$ cat src/rtl/i2c_tgt_pkg.sv
package i2c_tgt_pkg;
  typedef enum logic [2:0] {
    ST_IDLE, ST_RX, ST_ACK, ST_TX, ST_RACK, ST_WAIT
  } st_e;

  typedef enum logic [1:0] {
    PH_ADDR, PH_CMD, PH_DATA
  } ph_e;
endpackage

$ cat src/rtl/i2c_tgt_sync.sv
module i2c_tgt_sync #(
  parameter int STAGES = 2,
  parameter int LINES  = 2
) (
  input  logic             clk,
  input  logic             rst_n,
  input  logic [LINES-1:0] raw_i,
  output logic [LINES-1:0] sync_o
);
  for (genvar i = 0; i < LINES; i++) begin : g_line
    logic [STAGES-1:0] q;
    always_ff @(posedge clk or negedge rst_n) begin
      if (!rst_n) q <= '1;
      else        q <= {q[STAGES-2:0], raw_i[i]};
    end
    assign sync_o[i] = q[STAGES-1];
  end
endmodule

$ cat src/rtl/i2c_tgt_cond.sv
module i2c_tgt_cond (
  input  logic clk,
  input  logic rst_n,
  input  logic scl_s,
  input  logic sda_s,
  output logic scl_rise,
  output logic scl_fall,
  output logic start_det,
  output logic stop_det
);
  logic scl_p, sda_p;

  always_ff @(posedge clk or negedge rst_n) begin
    if (!rst_n) begin
      scl_p <= 1'b1;
      sda_p <= 1'b1;
    end else begin
      scl_p <= scl_s;
      sda_p <= sda_s;
    end
  end

  assign scl_rise  = !scl_p && scl_s;
  assign scl_fall  = scl_p && !scl_s;
  assign start_det = scl_p && scl_s && sda_p && !sda_s;
  assign stop_det  = scl_p && scl_s && !sda_p && sda_s;
endmodule

$ cat src/rtl/i2c_tgt_ptr.sv
module i2c_tgt_ptr #(
  parameter int PTR_W = 3
) (
  input  logic             clk,
  input  logic             rst_n,
  input  logic             load,
  input  logic [PTR_W-1:0] load_val,
  input  logic             step,
  output logic [PTR_W-1:0] ptr
);
  always_ff @(posedge clk or negedge rst_n) begin
    if (!rst_n)    ptr <= '0;
    else if (load) ptr <= load_val;
    else if (step) ptr <= {ptr[PTR_W-1:1], ~ptr[0]};
  end
endmodule

$ cat src/rtl/i2c_regptr_target.sv
module i2c_regptr_target
  import i2c_tgt_pkg::*;
#(
  parameter logic [3:0] ADDR_HI     = 4'b0100,
  parameter int         SYNC_STAGES = 2,
  parameter int         PTR_W       = 3
) (
  input  logic             clk,
  input  logic             rst_n,
  input  logic             scl_i,
  input  logic             sda_i,
  output logic             sda_oe,
  input  logic [2:0]       addr_strap,
  output logic [PTR_W-1:0] reg_addr,
  output logic             reg_wr_en,
  output logic [7:0]       reg_wdata,
  output logic             reg_rd_en,
  input  logic [7:0]       reg_rdata
);
  localparam int BYTE_W = 8;
  localparam int CNT_W  = $clog2(BYTE_W + 1);
  localparam logic [CNT_W-1:0] CNT_FULL = CNT_W'(BYTE_W);

  logic [1:0] raw_l, sync_l;
  logic scl_s, sda_s, scl_rise, scl_fall, start_det, stop_det;

  assign raw_l = {sda_i, scl_i};

  i2c_tgt_sync #(.STAGES(SYNC_STAGES), .LINES(2)) u_sync (
    .clk(clk), .rst_n(rst_n), .raw_i(raw_l), .sync_o(sync_l)
  );

  assign scl_s = sync_l[0];
  assign sda_s = sync_l[1];

  i2c_tgt_cond u_cond (
    .clk(clk), .rst_n(rst_n), .scl_s(scl_s), .sda_s(sda_s),
    .scl_rise(scl_rise), .scl_fall(scl_fall),
    .start_det(start_det), .stop_det(stop_det)
  );

  st_e              st;
  ph_e              ph;
  logic [CNT_W-1:0] cnt;
  logic [7:0]       sr;
  logic [7:0]       tx;
  logic             rw;
  logic             oe_q;
  logic             byte_done, addr_hit, wr_fire, cmd_fire, rd_fire;

  assign byte_done = (cnt == CNT_FULL);
  assign addr_hit  = (sr[7:1] == {ADDR_HI, addr_strap});
  assign wr_fire   = scl_fall && (st == ST_RX) && (ph == PH_DATA) && byte_done;
  assign cmd_fire  = scl_fall && (st == ST_RX) && (ph == PH_CMD) && byte_done;
  assign rd_fire   = scl_fall && (((st == ST_ACK) && (ph == PH_ADDR) && rw) ||
                                  (st == ST_RACK));

  i2c_tgt_ptr #(.PTR_W(PTR_W)) u_ptr (
    .clk(clk), .rst_n(rst_n), .load(cmd_fire), .load_val(sr[PTR_W-1:0]),
    .step(wr_fire || rd_fire), .ptr(reg_addr)
  );

  always_ff @(posedge clk or negedge rst_n) begin
    if (!rst_n) begin
      st   <= ST_IDLE;
      ph   <= PH_ADDR;
      cnt  <= '0;
      sr   <= '0;
      tx   <= '0;
      rw   <= 1'b0;
      oe_q <= 1'b0;
    end else begin
      case (st)
        ST_RX: begin
          if (scl_rise && !byte_done) begin
            sr  <= {sr[6:0], sda_s};
            cnt <= cnt + 1'b1;
          end
          if (scl_fall && byte_done) begin
            if (ph == PH_ADDR) begin
              if (addr_hit) begin
                oe_q <= 1'b1;
                rw   <= sr[0];
                st   <= ST_ACK;
              end else begin
                st <= ST_IDLE;
              end
            end else begin
              oe_q <= 1'b1;
              st   <= ST_ACK;
            end
          end
        end
        ST_ACK: begin
          if (scl_fall) begin
            cnt <= '0;
            if (ph == PH_ADDR && rw) begin
              tx   <= reg_rdata;
              oe_q <= ~reg_rdata[7];
              st   <= ST_TX;
            end else begin
              oe_q <= 1'b0;
              ph   <= (ph == PH_ADDR) ? PH_CMD : PH_DATA;
              st   <= ST_RX;
            end
          end
        end
        ST_TX: begin
          if (scl_rise) cnt <= cnt + 1'b1;
          if (scl_fall) begin
            if (byte_done) begin
              oe_q <= 1'b0;
              st   <= ST_RACK;
            end else begin
              tx   <= {tx[6:0], 1'b0};
              oe_q <= ~tx[6];
            end
          end
        end
        ST_RACK: begin
          if (scl_rise && sda_s) begin
            st <= ST_WAIT;
          end else if (scl_fall) begin
            tx   <= reg_rdata;
            oe_q <= ~reg_rdata[7];
            cnt  <= '0;
            st   <= ST_TX;
          end
        end
        default: ;
      endcase

      if (start_det && st != ST_WAIT) begin
        st   <= ST_RX;
        ph   <= PH_ADDR;
        cnt  <= '0;
        oe_q <= 1'b0;
      end
      if (stop_det) begin
        st   <= ST_IDLE;
        oe_q <= 1'b0;
      end
    end
  end

  assign sda_oe    = oe_q;
  assign reg_wr_en = wr_fire;
  assign reg_wdata = sr;
  assign reg_rd_en = rd_fire;
endmodule

$ cat config.mk
export PLATFORM = sky130hd
export DESIGN_NAME = i2c_regptr_target
export DESIGN_NICKNAME = d
export VERILOG_FILES = /design/src/rtl/i2c_tgt_pkg.sv /design/src/rtl/i2c_tgt_sync.sv /design/src/rtl/i2c_tgt_cond.sv /design/src/rtl/i2c_tgt_ptr.sv /design/src/rtl/i2c_regptr_target.sv
export SDC_FILE = /design/constraint.sdc
export NUM_CORES = 1
export LEC_CHECK = 0
export CORE_AREA = 3 3 69 71
export DETAILED_ROUTE_END_ITERATION = 16
export DIE_AREA = 0 0 72 74
export DONT_BUFFER_PORTS = 1
export GPL_ROUTABILITY_DRIVEN = 0
export SYNTH_ARGS = -nofsm -noshare
export SYNTH_HDL_FRONTEND = slang
export SYNTH_SLANG_ARGS = --single-unit
$ cat constraint.sdc
create_clock -name clk -period 2.5 [get_ports clk]
set_clock_uncertainty 0.05 [all_clocks]
set_input_delay 0.375 -clock clk [delete_from_list [all_inputs] [get_ports clk]]
set_output_delay 0.375 -clock clk [all_outputs]
set_load 0.03 [all_outputs]
=== After elaboration in Yosys (flattened, before gate mapping) ===
Cells that the tools add are included.

* Add/subtract/negate cells: 1
* Eq/ne operators: 27
* Mux-type cells: 44
* Bitwise operators: 3
* Reductions and logical operators: 41

{| class="wikitable"
|+ Operator list
! cell !! count
|-
| 2-to-1 mux 7 bit || 6
|-
| 2-to-1 mux 3 bit || 10
|-
| case mux 7 bit (3 select lines) || 1
|-
| logical AND 1 bit || 20
|-
| 2-to-1 mux 4 bit || 5
|-
| case mux 4 bit (4 select lines) || 1
|-
| 2-to-1 mux 2 bit || 7
|-
| AND reduction 7 bit || 2
|-
| 2-to-1 mux 1 bit || 12
|-
| inequality test 4 x 3 -> 1 bit (second input constant) || 3
|-
| case mux 3 bit (4 select lines) || 1
|-
| inequality test 2 bit (second input constant) || 5
|-
| inequality test 4 bit (second input constant) || 2
|-
| AND reduction 4 bit || 2
|-
| equality test 7 x 6 -> 1 bit || 1
|-
| equality test 3 x 2 -> 1 bit (second input constant) || 2
|-
| inequality test 3 bit (second input constant) || 2
|-
| AND reduction 6 bit || 1
|-
| nonzero test 2 bit || 3
|-
| nonzero test 6 bit || 1
|-
| zero test 1 bit || 5
|-
| inequality test 5 x 3 -> 1 bit (second input constant) || 1
|-
| inequality test 5 x 4 -> 1 bit (second input constant) || 1
|-
| nonzero test 5 bit || 1
|-
| other kinds (17) || 21
|}

* Register bits after elaboration: 35
* Input bits: 15
* Output and inout port bits: 14
* Logic and storage cells: 129

=== Depth between registers and ports, before layout ===
* Word-level depth: 8
* Gate-level depth with buffers: 8

=== Cells and area by module ===
Synthesis repeated with hierarchy kept, for this count alone.

* Cells, all modules: 185
* Area total of the unflattened synthesis: 1939.4 um^2

{| class="wikitable"
|+ By module, submodules not included
! module !! times used !! cells each !! area an instance (um^2) !! sequential area each (um^2)
|-
| i2c_regptr_target || 1 || 165 || 1619.1 || 650.6
|-
| i2c_tgt_sync || 1 || 6 || 120.1 || 105.1
|-
| i2c_tgt_ptr || 1 || 8 || 115.1 || 75.1
|-
| i2c_tgt_cond || 1 || 6 || 85.1 || 52.6
|}

=== Least setup slack after synthesis ===
No wires, ideal clock.

* Kind: flip-flop to output port
* Start: register cnt[0]
* End: output reg_wr_en
* Arrival time: 2.112 ns
* Required time: 2.075 ns
* Setup slack: -0.037 ns
* Cell stages (with the launch flop): 7
* Buffers on the path: 1
* Path through: dfrtp_1 -> inv_1 -> ha_1 -> nand3b_4 -> or4_1 -> clkbuf_1 -> nor3b_1

* Word-level cells in the longest chain between the ends: 2

{| class="wikitable"
|+ RTL lines
! what !! RTL line !! text
|-
| start: declaration || i2c_regptr_target.sv:44 || <nowiki>logic [CNT_W-1:0] cnt;</nowiki>
|-
| start signal: assignment || i2c_regptr_target.sv:77 || <nowiki>cnt <= cnt + 1'b1;</nowiki>
|-
| start signal: assignment || i2c_regptr_target.sv:109 || <nowiki>if (scl_rise) cnt <= cnt + 1'b1;</nowiki>
|-
| equality test 4 bit || i2c_regptr_target.sv:51 || <nowiki>assign byte_done = (cnt == CNT_FULL);</nowiki>
|-
| logical AND 1 bit || i2c_regptr_target.sv:53 || <nowiki>assign wr_fire = scl_fall && (st == ST_RX) && (ph == PH_DATA) && byte_done;</nowiki>
|-
| end: declaration || i2c_regptr_target.sv:15 || <nowiki>output logic reg_wr_en,</nowiki>
|}

Every way passes these cells.

=== Worst setup path in the final report ===
* Start: register u_cond.scl_p
* End: output reg_wr_en

* Word-level cells in the longest chain between the ends: 4

{| class="wikitable"
|+ RTL lines
! what !! RTL line !! text
|-
| start: declaration || i2c_tgt_cond.sv:11 || <nowiki>logic scl_p, sda_p;</nowiki>
|-
| start signal: assignment || i2c_tgt_cond.sv:18 || <nowiki>scl_p <= scl_s;</nowiki>
|-
| logical AND 1 bit || i2c_tgt_cond.sv:24 || <nowiki>assign scl_fall = scl_p && !scl_s;</nowiki>
|-
| logical AND 1 bit (3 in series) || i2c_regptr_target.sv:53 ||
|}

Every way passes these cells.

==> metrics.cfg <==
[run_status]
run_status = completed

[cts]
cts_tree = built
clk_latency_ns = 0.28
clkTransAtPathRegs_ns = 0.07
cts_max_level = 2
cts_root_buf = clkbuf_8
cts_max_path_buffers = 2
cts_sinks = 35
cts_buffers = 5

[final_layout]
fillers = 395
final_cells = 253
fin_nets = 217
syn_to_final_growth_pct = 9.53
drive_gt1_share_pct = 30.3
n_antenna_cell = 0

[worst_hold_path]
hold_end = u_sync.g_line[1].q[0]
min-delay-start = sda_i
hold_depth = 0
min_path_type = primary input to flip-flop

[setup_path]
start_kind = flip-flop
cp_slowest_cell = dfstp_2
crit_arrival_ns = 1.96
crit_required_ns = 2.08
crit_type = flip-flop to output pin
crit_chain = nand3b_1 -> or4_4 -> nor3b_2 -> buf_4
cp-end-kind = output pin
path_buf_inv = 1
r2r_start = u_sync.g_line[1].q[1]
cp_num_cells = 4
crit_family = simple AND/OR/NAND/NOR gates
cp_slowest_stage_delay_ns = 0.66
r2r_slack_ns = 0.30
r2r_cells = 5
path_max_fanout = 14
rr_endpoint = sda_oe

[routing]
wl_mm = 4.32
first_pass_iters = 4
drtIter0Drc = 112
post-route-drc-count = 0
via_count = 1516
wl_per_cell_um = 17.1
vias_per_cell = 5.99
ant_nets = 0

[synth]
seq_area_frac_synth_pct = 42.3
synth.distinct_cells = 61
synth_area_leaders = dfrtp_1 (35%), mux2_2 (11%), dfstp_2 (7.5%)
ys.flop_type = dfrtp_1
avgSynthCellArea_um2 = 10.8
synthDominantCellAreaShare_pct = 34.8
synth_largest_area_cell = dfrtp_1
synth-edff-count = 0
syn_inst = 193
synth_warnings = 0
synth_seq_cells = 35
synth.cell_area_um2 = 2090
synthesis.nets = 210
async_flop_share_pct = 100

[timing]
slew_headroom_pct = 70.2
finalHoldViolCount = 0
max_freq_mhz = 419
fin_crit_sh_pct = 95.4
rsz0062_at_grt = false
slew_violations = 0
min_period_ns = 2.38
setup_violations = 0
fin_tns_setup_ns = 0
tightest_slew_ns = 0.447

[power_and_ir_drop]
power_frac_comb_pct = 35.4
power_frac_clock_pct = 17.8
seq_power_share_pct = 46.8
p_int_mw = 1.33
cellLeakagePower_nw = 0.981
switching_share_pct = 39.6
peakVddDrop_v = 0.000483
p_per_area_nw_per_um2 = 965
power_mw = 2.21
p_sw_uw = 874

[die]
start_util_pct = 48.6
rows = 24
die-area_um2 = 5330
ioPinCount = 29
die_h_um = 74
core_um2 = 4290
fp.dieW_um = 72

[placed_design]
post-place-cells = 240
hpwl_mm = 2.94
io_buffers = 0

[global_routing]
grt_usage_pct = 17.1
grt_pass1_vias = 1486
grt_pass1_wl_mm = 7.10
antenna_found_initial = 0
grt_max_degree = 36
grt.overflow.total = 0

[run]
maxCapViolCount = 0

-- power groups by stage --
stage | clock network, mW | registers [mW] | logic [mW]
after floorplan | 0 | 0.940 | 0.670
after global placement | 0 | 1.04 | 0.714
after detailed placement | 0 | 1.05 | 0.736
after CTS | 0.409 | 1.04 | 0.766
after global routing | 0.434 | 1.06 | 0.866
final | 0.393 | 1.03 | 0.781
-- layer usage --
layer	part of all wire, %	vias to the layer above	GRT usage, %
met5	0	-	0
met1	45	743	22.6
met2	49	47	27.0
met4	0.35	0	5.85
met3	6.1	2	5.00
li1	-	724	-
-- cells in the final DEF, fill, tap and decap left out, types with 4 or more instances in the layout --
master	instances
dfrtp_1	29
mux2_2	20
nand2_1	11
a21oi_1	10
buf_4	10
inv_1	7
nor2_1	7
nand2b_1	6
dfstp_2	6
o21ai_0	5
mux2_1	5
clkbuf_8	5
nor2b_1	4
xnor2_1	4
-- stage by stage --
stage	utilization [%]	hold WS [ns]	instance area [µm²]	worst slack, ns
6_report	53.3	0.0349	2290	0.116
5_1_grt	53.3	0.00837	2290	0.00207
4_1_cts	52.7	0.0219	2260	0.0406
3_5_place_dp	49.9	0.0308	2140	0.229
3_3_place_gp	49.9	0.0309	2140	0.308
2_1_floorplan	-	0.0294	2090	0.251
-- Yosys cell counts (2+ instances only) --
cell / instances
a211oi_1: 3
a21oi_1: 10
a32o_1: 2
and2_1: 3
and4b_2: 2
buf_2: 3
buf_6: 2
clkbuf_1: 6
dfrtp_1: 29
dfstp_2: 6
ha_1: 2
inv_1: 7
mux2_1: 5
mux2_2: 20
mux2i_1: 2
nand2_1: 11
nand2b_1: 6
nand3_1: 3
nand3b_1: 3
nand4_1: 2
nand4bb_1: 2
nor2_1: 7
nor2b_1: 5
nor3_1: 2
nor3b_1: 2
nor3b_2: 2
o21ai_0: 5
o21ai_1: 3
o22ai_1: 3
xnor2_1: 4
-- cell families after synthesis --
group	share of synthesized area (%)
DFF	42.3
muxes	15.2
buffers and inverters	4.49
adders and majority gates	1.20
and+or+nand+nor	18.4
AOI/OAI and AO/OA	16.4
xor gates and xnor gates	2.10
-- worst max-delay path by stage --
stage                 startpoint           end  slack, ns
detailed placement        cnt[0]  u_ptr.ptr[2]       0.23
floorplan                 cnt[0]     reg_wr_en       0.25
global placement           st[1]         st[2]       0.31
CTS                       cnt[0]     reg_wr_en       0.04
finish              u_cond.scl_p     reg_wr_en       0.12
global route        u_cond.scl_p     reg_wr_en      0.002
-- sequential cells by signal (all words and copies together) (netlist names) --
register         flops
reg_wdata            8
tx                   7
cnt                  4
u_sync.g_line.q      4
st                   3
u_ptr.ptr            3
ph                   2
rw                   1
sda_oe               1
u_cond.scl_p         1
u_cond.sda_p         1
-- worst reg2reg max path: cells and delay by family, from the launching register on --
| kind | cells | cell delay, ns |
|---|---|---|
| compound gates | 3 | 0.74 |
| xor+xnor | 1 | 0.28 |
| flops | 1 | 0.69 |
| mux | 1 | 0.32 |
-- repair_timing --
| item | in CTS | in global routing |
|---|---|---|
| gates resized for setup | 2 | 0 |
| pin swaps | 0 | 1 |
| endpoints found under the setup margin | 2 | 1 |
| hold endpoints to repair | 35 | 0 |
| buffers inserted | 0 | 3 |
| hold buffers | 2 | 0 |
-- area by class of cell --
type	instances	area [µm²]	share of cell area [%]
flip-flops and latches	35	883	38.6
clock buffers	6	72.6	3.17
multi-input cells	139	1120	49.1
repair buffers	12	105	4.60
inverters	7	26.3	1.15
well taps	52	65.1	2.84
clock inverters	2	12.5	0.547
Power figures use the tool's default switching activity.
